===== config.mk =====
export PLATFORM = sky130hd
export DESIGN_NAME = tlb_xlate
export DESIGN_NICKNAME = d
export VERILOG_FILES = /design/src/rtl/tlb_pkg.sv /design/src/rtl/tlb_store.sv /design/src/rtl/tlb_ctrl.sv /design/src/rtl/tlb_xlate.sv
export SDC_FILE = /design/constraint.sdc
export NUM_CORES = 1
export LEC_CHECK = 0
export CORE_MARGIN = 2
export CORE_UTILIZATION = 30
export CTS_BUF_LIST = sky130_fd_sc_hd__clkbuf_4 sky130_fd_sc_hd__clkbuf_8
export CTS_CLUSTER_SIZE = 40
export DETAILED_ROUTE_END_ITERATION = 7
export GPL_ROUTABILITY_DRIVEN = 0
export RECOVER_POWER = 25
export SYNTH_ARGS = -nofsm -noshare
export SYNTH_HDL_FRONTEND = slang
export SYNTH_SLANG_ARGS = --single-unit
export TNS_END_PERCENT = 10

===== constraint.sdc =====
create_clock -name clk -period 7.2 [get_ports clk]
set_input_delay 1.44 -clock clk [delete_from_list [all_inputs] [get_ports clk]]
set_output_delay 1.44 -clock clk [all_outputs]
set_load 0.01 [all_outputs]

===== src/rtl/tlb_pkg.sv =====
package tlb_pkg;
  typedef enum logic [1:0] {
    ACC_READ  = 2'd0,
    ACC_WRITE = 2'd1,
    ACC_FETCH = 2'd2
  } accKind_e;

  typedef enum logic [1:0] {
    ST_OK   = 2'd0,
    ST_PROT = 2'd1,
    ST_PAGE = 2'd2
  } status_e;

  // strobes from the sequencer to the mapping store
  typedef struct packed {
    logic capture;   // latch the incoming request
    logic useHeld;   // look up with the latched request
    logic access;    // lookup cycle: record use, set dirty
    logic install;   // write the page-table reply into the victim slot
    logic clearOne;  // flush walk: drop the slot at flushIdx
  } tlbStrobes_t;
endpackage


===== src/rtl/tlb_store.sv =====
module tlb_store
  import tlb_pkg::*;
#(
  parameter int ENTRIES = 8,
  parameter int VPN_W   = 20,
  parameter int PPN_W   = 20,
  parameter int OFS_W   = 12,
  localparam int IDX_W  = $clog2(ENTRIES)
) (
  input  logic               clk,
  input  logic               rstN,
  input  tlbStrobes_t        strb,
  input  logic [VPN_W-1:0]   liveVpn,
  input  logic [OFS_W-1:0]   liveOfs,
  input  logic [1:0]         liveKind,
  input  logic               liveSup,
  input  logic [IDX_W-1:0]   flushIdx,
  input  logic [PPN_W-1:0]   ptwPpn,
  input  logic [3:0]         ptwPerm,
  output logic               hit,
  output logic               permOk,
  output logic               wbCand,
  output logic [VPN_W-1:0]   heldVpn,
  output logic [PPN_W+OFS_W-1:0] respPaddr,
  output logic [VPN_W-1:0]   wbVpn,
  output logic [PPN_W-1:0]   wbPpn
);
  localparam logic [IDX_W-1:0] OLDEST = IDX_W'(ENTRIES - 1);

  logic [ENTRIES-1:0] eValid, eDirty, matchVec;
  logic [VPN_W-1:0]   eVpn  [ENTRIES];
  logic [PPN_W-1:0]   ePpn  [ENTRIES];
  logic [3:0]         ePerm [ENTRIES];
  logic [IDX_W-1:0]   eAge  [ENTRIES];

  logic [OFS_W-1:0] hOfs;
  logic [1:0]       hKind;
  logic             hSup;

  logic [VPN_W-1:0] curVpn;
  logic [OFS_W-1:0] curOfs;
  logic [1:0]       curKind;
  logic             curSup;
  logic [IDX_W-1:0] hitIdx, freeIdx, oldIdx, vicIdx, selIdx, touchIdx, refAge;
  logic             touchEn;

  assign curVpn  = strb.useHeld ? heldVpn : liveVpn;
  assign curOfs  = strb.useHeld ? hOfs    : liveOfs;
  assign curKind = strb.useHeld ? hKind   : liveKind;
  assign curSup  = strb.useHeld ? hSup    : liveSup;

  for (genvar g = 0; g < ENTRIES; g++) begin : gMatch
    assign matchVec[g] = eValid[g] && (eVpn[g] == curVpn);
  end

  assign hit = |matchVec;

  always_comb begin
    hitIdx = '0;
    oldIdx = '0;
    freeIdx = '0;
    for (int i = 0; i < ENTRIES; i++) begin
      if (matchVec[i]) hitIdx = IDX_W'(i);
      if (eAge[i] == OLDEST) oldIdx = IDX_W'(i);
    end
    for (int i = ENTRIES - 1; i >= 0; i--) begin
      if (!eValid[i]) freeIdx = IDX_W'(i);
    end
  end

  assign vicIdx = (&eValid) ? oldIdx : freeIdx;
  assign permOk = (curKind != 2'd3) && ePerm[hitIdx][curKind] && (curSup || ePerm[hitIdx][3]);
  assign selIdx = strb.clearOne ? flushIdx : vicIdx;
  assign wbCand = eValid[selIdx] && eDirty[selIdx];
  assign touchEn  = (strb.access && hit) || strb.install;
  assign touchIdx = strb.install ? vicIdx : hitIdx;
  assign refAge   = eAge[touchIdx];

  always_ff @(posedge clk or negedge rstN) begin
    if (!rstN) begin
      eValid    <= '0;
      eDirty    <= '0;
      heldVpn   <= '0;
      hOfs      <= '0;
      hKind     <= '0;
      hSup      <= 1'b0;
      respPaddr <= '0;
      wbVpn     <= '0;
      wbPpn     <= '0;
      for (int i = 0; i < ENTRIES; i++) eAge[i] <= IDX_W'(i);
    end else begin
      if (strb.capture) begin
        heldVpn <= liveVpn;
        hOfs    <= liveOfs;
        hKind   <= liveKind;
        hSup    <= liveSup;
      end
      if (strb.access && hit) begin
        respPaddr <= {ePpn[hitIdx], curOfs};
        if (curKind == ACC_WRITE && permOk) eDirty[hitIdx] <= 1'b1;
      end
      if (strb.install || strb.clearOne) begin
        wbVpn <= eVpn[selIdx];
        wbPpn <= ePpn[selIdx];
      end
      if (strb.install) begin
        eValid[vicIdx] <= 1'b1;
        eDirty[vicIdx] <= 1'b0;
        eVpn[vicIdx]   <= heldVpn;
        ePpn[vicIdx]   <= ptwPpn;
        ePerm[vicIdx]  <= ptwPerm;
      end
      if (strb.clearOne) begin
        eValid[flushIdx] <= 1'b0;
        eDirty[flushIdx] <= 1'b0;
      end
      if (touchEn) begin
        for (int i = 0; i < ENTRIES; i++) begin
          if (IDX_W'(i) == touchIdx) eAge[i] <= '0;
          else if (eAge[i] < refAge) eAge[i] <= eAge[i] + 1'b1;
        end
      end
    end
  end
endmodule


===== src/rtl/tlb_ctrl.sv =====
module tlb_ctrl
  import tlb_pkg::*;
#(
  parameter int ENTRIES = 8,
  localparam int IDX_W  = $clog2(ENTRIES)
) (
  input  logic             clk,
  input  logic             rstN,
  input  logic             flush,
  input  logic             reqValid,
  input  logic             hit,
  input  logic             permOk,
  input  logic             wbCand,
  input  logic             ptwRespValid,
  input  logic             ptwResident,
  output tlbStrobes_t      strb,
  output logic             reqReady,
  output logic             respValid,
  output logic [1:0]       respStatus,
  output logic             ptwReqValid,
  output logic             wbValid,
  output logic [IDX_W-1:0] flushIdx
);
  typedef enum logic [1:0] {S_IDLE, S_WAIT, S_RETRY, S_FLUSH} state_e;
  state_e state;

  assign reqReady = (state == S_IDLE) && !flush;

  always_comb begin
    strb = '0;
    case (state)
      S_IDLE:  if (!flush && reqValid) begin
                 strb.capture = 1'b1;
                 strb.access  = 1'b1;
               end
      S_WAIT:  strb.install = ptwRespValid && ptwResident;
      S_RETRY: begin
                 strb.useHeld = 1'b1;
                 strb.access  = 1'b1;
               end
      S_FLUSH: strb.clearOne = 1'b1;
      default: ;
    endcase
  end

  always_ff @(posedge clk or negedge rstN) begin
    if (!rstN) begin
      state       <= S_IDLE;
      respValid   <= 1'b0;
      respStatus  <= ST_OK;
      ptwReqValid <= 1'b0;
      wbValid     <= 1'b0;
      flushIdx    <= '0;
    end else begin
      respValid <= 1'b0;
      wbValid   <= (strb.install || strb.clearOne) && wbCand;
      case (state)
        S_IDLE: begin
          if (flush) begin
            state    <= S_FLUSH;
            flushIdx <= '0;
          end else if (reqValid) begin
            if (hit) begin
              respValid  <= 1'b1;
              respStatus <= permOk ? ST_OK : ST_PROT;
            end else begin
              ptwReqValid <= 1'b1;
              state       <= S_WAIT;
            end
          end
        end
        S_WAIT: begin
          if (ptwRespValid) begin
            ptwReqValid <= 1'b0;
            if (ptwResident) state <= S_RETRY;
            else begin
              respValid  <= 1'b1;
              respStatus <= ST_PAGE;
              state      <= S_IDLE;
            end
          end
        end
        S_RETRY: begin
          respValid  <= 1'b1;
          respStatus <= (hit && permOk) ? ST_OK : ST_PROT;
          state      <= S_IDLE;
        end
        S_FLUSH: begin
          flushIdx <= flushIdx + 1'b1;
          if (flushIdx == IDX_W'(ENTRIES - 1)) state <= S_IDLE;
        end
        default: state <= S_IDLE;
      endcase
    end
  end
endmodule


===== src/rtl/tlb_xlate.sv =====
module tlb_xlate
  import tlb_pkg::*;
#(
  parameter int ENTRIES = 8,
  parameter int VPN_W   = 20,
  parameter int PPN_W   = 20,
  parameter int OFS_W   = 12,
  localparam int VA_W   = VPN_W + OFS_W,
  localparam int PA_W   = PPN_W + OFS_W,
  localparam int IDX_W  = $clog2(ENTRIES)
) (
  input  logic             clk,
  input  logic             rstN,
  input  logic             flush,
  input  logic             reqValid,
  output logic             reqReady,
  input  logic [VA_W-1:0]  reqVaddr,
  input  logic [1:0]       reqKind,
  input  logic             reqSuper,
  output logic             respValid,
  output logic [1:0]       respStatus,
  output logic [PA_W-1:0]  respPaddr,
  output logic             ptwReqValid,
  output logic [VPN_W-1:0] ptwReqVpn,
  input  logic             ptwRespValid,
  input  logic             ptwRespResident,
  input  logic [PPN_W-1:0] ptwRespPpn,
  input  logic [3:0]       ptwRespPerm,
  output logic             wbValid,
  output logic [VPN_W-1:0] wbVpn,
  output logic [PPN_W-1:0] wbPpn
);
  tlbStrobes_t      strb;
  logic             hit, permOk, wbCand;
  logic [IDX_W-1:0] flushIdx;

  tlb_ctrl #(.ENTRIES(ENTRIES)) i_ctrl (
    .clk, .rstN, .flush, .reqValid, .hit, .permOk, .wbCand,
    .ptwRespValid, .ptwResident(ptwRespResident), .strb, .reqReady,
    .respValid, .respStatus, .ptwReqValid, .wbValid, .flushIdx
  );

  tlb_store #(.ENTRIES(ENTRIES), .VPN_W(VPN_W), .PPN_W(PPN_W), .OFS_W(OFS_W)) i_store (
    .clk, .rstN, .strb,
    .liveVpn(reqVaddr[VA_W-1:OFS_W]), .liveOfs(reqVaddr[OFS_W-1:0]),
    .liveKind(reqKind), .liveSup(reqSuper), .flushIdx,
    .ptwPpn(ptwRespPpn), .ptwPerm(ptwRespPerm),
    .hit, .permOk, .wbCand, .heldVpn(ptwReqVpn), .respPaddr, .wbVpn, .wbPpn
  );
endmodule


After elaboration in Yosys (flattened, before gate mapping)
Memory sizes are Yosys's and may differ from the RTL's. A register that Yosys moved wholly into a read port is not among the register bits.
Index checks and enable logic that the tools add are counted.

word-level totals
  input bits = 65
  word-level logic and storage cells = 254
  register bits after elaboration = 117
  memory bits (writable) = 352
  output and inout port bits = 98
  memories = 3

cells by class
  bitwise gates (word level) = 8
  reduce and logical (&&, ||, !) cells = 56
  multiplexer cells = 102
  add/sub/neg operators = 9
  magnitude comparators = 17
  equality and inequality tests = 38

memories
  name           depth  bits a word  rd ports  clocked after memory_dff  wr ports  line             source
  i_store.ePpn   8      20           2         2                         1         tlb_store.sv:32  logic [PPN_W-1:0] ePpn [ENTRIES];
  i_store.eVpn   8      20           9         1                         1         tlb_store.sv:31  logic [VPN_W-1:0] eVpn [ENTRIES];
  i_store.ePerm  8      4            1         0                         1         tlb_store.sv:33  logic [3:0] ePerm [ENTRIES];

operators with widths
  cell                                                                number
  == test 20 bit                                                      8
  two-way mux 3 bit                                                   40
  two-way mux 8 bit                                                   6
  two-way mux 2 bit                                                   14
  adder 3 x 1 -> 3 bit (second input constant)                        9
  two-way mux 1 bit                                                   27
  AND 8 bit                                                           3
  == test 3 bit (second input constant)                               8
  < comparator 3 bit                                                  8
  logical AND 1 bit                                                   22
  two-way mux 20 bit                                                  1
  nonzero test 2 bit                                                  10
  AND reduction 2 bit                                                 9
  < comparator 3 x 4 -> 1 bit (second input constant)                 4
  NOT 8 bit                                                           2
  bitwise OR 8 bit                                                    2
  != test 2 bit (second input constant)                               7
  == test 3 bit (first input constant)                                4
  two-way mux 12 bit                                                  1
  binary-select mux 3 bit (select 3 bit)                              1
  demux 1 bit (select 3 bit)                                          3
  greater-or-equal comparator 3 x 1 -> 1 bit (second input constant)  3
  case mux 2 bit (4 select lines)                                     1
  AND reduction 8 bit                                                 1
  other kinds (24)                                                    36

Longest topological paths before layout
An unclocked memory read counts as a cell.

  word-level depth = 24
  mapped depth = 25
  depth with buffers taken out = 21

Cells and area by module
Synthesis repeated with hierarchy kept, for this count alone.

second synthesis, totals
  cell total of the unflattened synthesis = 2182
  area, all modules = 25212.9 µm²

by module, submodules not included
  module     cells each  times used  area each (µm²)  sequential area each (µm²)
  tlb_store  2113        1           24541.0          14263.7
  tlb_ctrl   69          1           671.9            250.2

Worst setup path before layout
OpenSTA, ideal clock, no wires.

  path kind = input -> register
  from = input reqVaddr[14]
  to = register i_store.eAge[15] (netlist name)
  setup time = 0.125 ns
  path slack = 1.135 ns
  buffers on the path = 2
  stages on the path = 21
  required time = 7.075 ns
  arrival = 5.940 ns
  path through = mux2i_4 > xnor2_1 > nor4_1 > nand4_1 > or4b_1 > o21ba_1 > o311a_1 > buf_2 > buf_2 > mux2_2 > nand2_1 > nand3_1 > o211ai_1 > a21oi_1 > o21ai_0 > ha_1 > nor3_1 > nor2_1 > o41a_1 > a21o_1 > mux2_2

on the way
  longest elaborated chain between the ends = 18
  elaborated cells between the ends (all ways) = 37
  those cells by class = order compare (1); eq/ne (9); mux (13); bitwise (1); reduce/logical (13)

ends and longest elaborated chain
  what                                                  line              source
  start: declaration                                    tlb_xlate.sv:17   input logic [VA_W-1:0] reqVaddr,
  two-way mux 20 bit (*)                                tlb_store.sv:47   assign curVpn = strb.useHeld ? heldVpn : liveVpn;
  == test 20 bit                                        tlb_store.sv:53   assign matchVec[g] = eValid[g] && (eVpn[g] == curVpn);
  logical AND 1 bit                                     tlb_store.sv:53
  two-way mux 1 bit                                     tlb_store.sv:63   if (matchVec[i]) hitIdx = IDX_W'(i);
  two-way mux 3 bit (6 in a row)                        tlb_store.sv:63
  two-way mux 3 bit                                     tlb_store.sv:76   assign touchIdx = strb.install ? vicIdx : hitIdx;
  NOT 3 -> 4 bit (not written as such)                  tlb_store.sv:77   assign refAge = eAge[touchIdx];
  binary-select mux 3 bit (select 3 bit)                tlb_store.sv:77
  two-way mux 3 bit (not written as such) (2 in a row)  tlb_store.sv:77
  < comparator 3 bit                                    tlb_store.sv:120  else if (eAge[i] < refAge) eAge[i] <= eAge[i] + 1'b1;
  nonzero test 2 bit (no source line)                   -
  AND reduction 2 bit (no source line)                  -
  end signal: indexed assignment                        tlb_store.sv:119  if (IDX_W'(i) == touchIdx) eAge[i] <= '0;
  end: declaration                                      tlb_store.sv:34   logic [IDX_W-1:0] eAge [ENTRIES];

Mark *: on every way between the ends. The rest lies on a longest branch, timed or not. The select of a mux whose other input is x is not followed.
A chain may end at the register's enable or synchronous reset.

Worst setup path after layout
  from = register i_ctrl.state[0]
  to = register i_store.eAge[9] (netlist name)

on the way
  longest elaborated chain between the ends = 20
  elaborated cells between the ends (all ways) = 43
  those cells by class = order compare (1); eq/ne (11); mux (16); bitwise (1); reduce/logical (14)

ends and longest elaborated chain
  what                                                  line              source
  start: declaration                                    tlb_ctrl.sv:25    state_e state;
  start signal: assignment                              tlb_ctrl.sv:48    state <= S_IDLE;
  start signal: assignment                              tlb_ctrl.sv:60    state <= S_FLUSH;
  start signal: assignment                              tlb_ctrl.sv:68    state <= S_WAIT;
  == test 2 bit                                         tlb_ctrl.sv:31    case (state)
  two-way mux 1 bit                                     tlb_ctrl.sv:31
  two-way mux 20 bit                                    tlb_store.sv:47
  == test 20 bit                                        tlb_store.sv:53
  logical AND 1 bit                                     tlb_store.sv:53
  two-way mux 1 bit                                     tlb_store.sv:63
  two-way mux 3 bit (6 in a row)                        tlb_store.sv:63
  two-way mux 3 bit                                     tlb_store.sv:76
  NOT 3 -> 4 bit (not written as such)                  tlb_store.sv:77
  binary-select mux 3 bit (select 3 bit)                tlb_store.sv:77
  two-way mux 3 bit (not written as such) (2 in a row)  tlb_store.sv:77
  < comparator 3 bit                                    tlb_store.sv:120
  nonzero test 2 bit (no source line)                   -
  AND reduction 2 bit (no source line)                  -

Parallel ways exist; a longest one is shown, timed or not. The select of a mux whose other input is x is not followed.

==> impl_metrics.csv <==
group,metric,value,unit
synth,ys_warn_count,0,
synth,post-synth-top-area-cell,"edfxtp_1",
synth,synth_top_area_share,42.2,%
synth,synth_flop_cell,"edfxtp_1",
drt,drc,0,
drt,wl_per_cell,23.0,um
drt,drt_iter0_markers,2049,
cells_and_area,n_fill_cell,7947,
sta,slew_headroom,-103,%
cells_and_area,areaGrowthSynthToFinish,20.0,%
sta,tns,0,ps
cells_and_area,drive_gt1_share,13.3,%
global_route,overflow,0,
clocking,numCtsBuffers,92,
floorplan,initial_core_util,30.4,%
sta,setup_ws,910,ps
clocking,root_buffer,"clkbuf_8",
floorplan,die_y,293,um
clocking,cts.sinks,509,
hold_path,min_path_cells,2,
worst_setup_path,worst-setup-path-type,"flip-flop to flip-flop",
job,cap_violations,1,
power,power.leakage,0.0110,uW
hold_path,min_path_type,"flip-flop to flip-flop",
worst_setup_path,timing.rr.end,"i_store.eAge[9]$_DFFE_PN0P_",
synth,synth_area_leaders,"edfxtp_1 42%, dfrtp_1 14%, nand2_1 7.0%",
floorplan,core-area,0.0824,mm^2
global_route,grt_pass1_wl,120000,um
worst_setup_path,reg2reg_slack,910,ps
power,power_density,355,mW/mm^2
sta,worstMarginPinSlew,3040,ps
floorplan,dieArea,0.0858,mm^2
placement,hpwl,54200,um
synth,ys_types,78,
synth,syn-num-nets,2289,
drt,drtPass1Iterations,6,
drt,wl,81000,um
clocking,post-cts-setup-buffers,0,
global_route,grt_max_degree,164,
worst_setup_path,path_max_fanout,21,
placement,placed_cells,3349,
clocking,h-tree-depth,3,
cells_and_area,stdcell_area,0.0300,mm^2
sta,final-setup-viol-count,0,
status,status,"complete, but fails checks",
sta,finalClockSkew,29.2,ps
worst_setup_path,worstPathCellList,"inv_1 -> ha_4 -> mux2i_4 -> xnor2_1 -> nor4_1 -> nand4_1 -> nor4_2 -> nand2b_1 -> o311a_4 -> mux2i_4 -> or2_2 -> o211ai_1 -> a21oi_1 -> o21ai_0 -> buf_4 -> ha_1 -> nor3_1 -> nor2_1 -> o41ai_2 -> nor3b_1 -> mux2_2",
clocking,clkSlewWorstSetupHoldPaths,60,ps
clocking,clk_latency,700,ps
cells_and_area,final_cells,3519,
floorplan,io_pins,163,
placement,port_buffers,162,
cells_and_area,multi_input_area,0.0102,mm^2
worst_setup_path,worstReg2RegStart,"i_ctrl.state[0]$_DFFE_PN0P_",
sta,fin_crit,6290,ps
drt,drt-vias-per-instance,5.39,
placement,placed_area,0.0280,mm^2
sta,finalMaxSlewViolations,47,
hold_path,whs_endpoint,"i_store.wbVpn[7]$_DFFE_PN0P_",
sta,hold_viol,0,
placement,post-place-ws,647,ps
status,violations,"max-capacitance violations, max-slew violations",
global_route,antenna_found_initial,8,
cells_and_area,num-nets-final,2475,
synth,synth-edff-count,352,
clocking,cts_resized,0,
worst_setup_path,cp-start-kind,"flip-flop",
synth,syn_avg_cell_area,11.4,um^2
clocking,hold_buffers,0,
global_route,grtUsageTotal,18.6,%
power,peakVddDrop,0.235,mV
hold_path,worstHoldStart,"i_store.wbVpn[7]$_DFFE_PN0P_",
drt,num_vias,19000,
global_route,grt_pass1_vias,18900,
synth,syn_area,0.0250,mm^2
clocking,cts_tree,"built",
worst_setup_path,critPathMaxStageDelay,730,ps
worst_setup_path,crit_top_cell,"mux2i_4",
sta,rsz0062_at_grt,"no",
sta,min_period_over_period,87.4,%
synth,ys_seq_area_share,58.0,%
sta,fmax,159,MHz
worst_setup_path,rr_worst_depth,21,
drt,antenna_left,0,
worst_setup_path,cp.required,7820,ps
worst_setup_path,arrival,6910,ps
floorplan,rows,105,
worst_setup_path,cp_slowest_cell,"ha_4",
clocking,clk_path_buf_depth,3,
sta,timing.hold.ws,479,ps
synth,synthCells,2187,
floorplan,die_width,293,um
synth,synth_seq_cells,509,
synth,synthArstFlopShare,30.8,%
worst_setup_path,cp-end-kind,"flip-flop",
cells_and_area,seqCellArea,0.0145,mm^2
## area by class of cell
| type | instances | share of cell area, % |
|---|---|---|
| Antenna cell | 2 | 0.0167 |
| Clock buffer | 130 | 5.46 |
| Clock inverter | 38 | 1.18 |
| Inverter | 17 | 0.212 |
| Multi-Input combinational cell | 1549 | 33.9 |
| Sequential cell | 509 | 48.3 |
| Tap cell | 1070 | 4.46 |
| Timing Repair Buffer | 204 | 6.47 |
## metal layers
layer | track usage [%] | vias up | routed length [um] | part of all wire [%]
met5 | 0 | - | 28 | 0.035
met4 | 8.51 | 4 | 3730 | 4.6
met3 | 4.05 | 227 | 6690 | 8.3
met2 | 30.5 | 960 | 38700 | 48
met1 | 23.3 | 9301 | 31800 | 39
li1 | - | 8476 | - | -
## cells in the final DEF, fill, tap and decap left out, types with 7 or more instances in the layout
master	count
a21oi_1	21
a22o_1	14
a311oi_1	43
a31oi_1	43
and3_1	43
buf_4	41
clkbuf_4	24
clkbuf_8	106
clkdlybuf4s50_1	150
clkinv_1	15
clkinv_2	10
dfrtp_1	145
dfstp_2	12
dlygate4sd3_1	11
edfxtp_1	352
ha_1	36
inv_1	17
mux2_2	57
mux2i_1	80
mux2i_4	21
nand2_1	464
nand3_1	99
nand4_1	16
nor2_1	70
nor2_4	9
nor2b_1	7
nor3_1	52
nor4_1	66
o21ai_0	109
o22ai_1	23
xnor2_1	159
## worst max path at each step
stage,from,end,slack [ps],cells after the start
finish,i_ctrl.state[0]$_DFFE_PN0P_,i_store.eAge[9]$_DFFE_PN0P_,910,21
global route,rstN,i_store.eVpn[1][5]$_DFFE_PP_,500,4
CTS,i_ctrl.state[0]$_DFFE_PN0P_,i_store.eAge[3]$_DFFE_PN0P_,1050,19
detailed placement,reqVaddr[18],i_store.eAge[3]$_DFFE_PN0P_,650,18
global placement,reqVaddr[30],i_store.eAge[15]$_DFFE_PN0P_,640,21
floorplan,reqVaddr[14],i_store.eAge[15]$_DFFE_PN0P_,1140,21
## sequential cells by signal, summed over array words and instances (netlist names), 8 cells and up
| signal | count |
|---|---|
| i_store.ePpn | 160 |
| i_store.eVpn | 160 |
| i_store.ePerm | 32 |
| i_store.respPaddr | 32 |
| i_store.eAge | 24 |
| i_store.heldVpn | 20 |
| i_store.wbPpn | 20 |
| i_store.wbVpn | 20 |
| i_store.hOfs | 12 |
| i_store.eDirty | 8 |
| i_store.eValid | 8 |
## synthesized netlist by cell type (4+ instances only)
cell type and number:
o211ai_1 5, nor2_1 79, nand2_1 465, xnor2_1 159
clkbuf_1 94, nor3b_2 6, nand4_1 16, a311oi_1 43
dfrtp_1 145, buf_1 7, or4_1 6, ha_1 37
nor2b_1 7, mux2_2 57, inv_1 17, buf_2 8
nand2b_1 4, edfxtp_1 352, dfstp_2 12, a21oi_1 22
o22ai_1 23, mux2i_1 80, and2_1 4, nor3_1 52
o21a_1 5, o21ai_1 4, o21ai_0 110, a31oi_1 43
o41a_1 4, a21o_1 5, mux2i_4 21, nand3_1 99
o22a_1 4, a22o_1 14, nor4b_1 4, a211oi_1 4
and3_1 43, nor4_1 66
## cell families after synthesis
family | after synthesis | synth area share, %
AND/OR/NAND/NOR | 872 | 16.0
flip-flops | 509 | 58.0
AO/OA/AOI/OAI | 320 | 8.66
XOR/XNOR | 160 | 5.60
multiplexers | 160 | 7.83
buffers and inverters | 129 | 2.06
adder cells (fa/ha/maj) | 37 | 1.85
## worst max-delay path, delay by kind of cell, from the launching register on
kind	cells	cell delay, ps
xor gates and xnor gates	1	150
buffers and inverters	2	340
and+or+nand+nor	8	2460
DFF	1	420
adders and majority gates	2	960
AOI/OAI and AO/OA	5	850
muxes	3	950
## stage by stage
| step | utilization (%) | power, uW |
|---|---|---|
| floorplan | - | 6230 |
| global placement | 34.1 | 7640 |
| detailed placement | 34.1 | 7730 |
| CTS | 36.5 | 10700 |
| global route | 36.5 | 11200 |
| finish | 36.5 | 10700 |
## power by group
group	internal (uW)	switching, uW	leakage, uW
sequential	3610	432	0.00516
combinational	1440	2220	0.00481
clock	1690	1250	0.00105
total	6740	3910	0.0110
(Power assumes the default switching activity.)
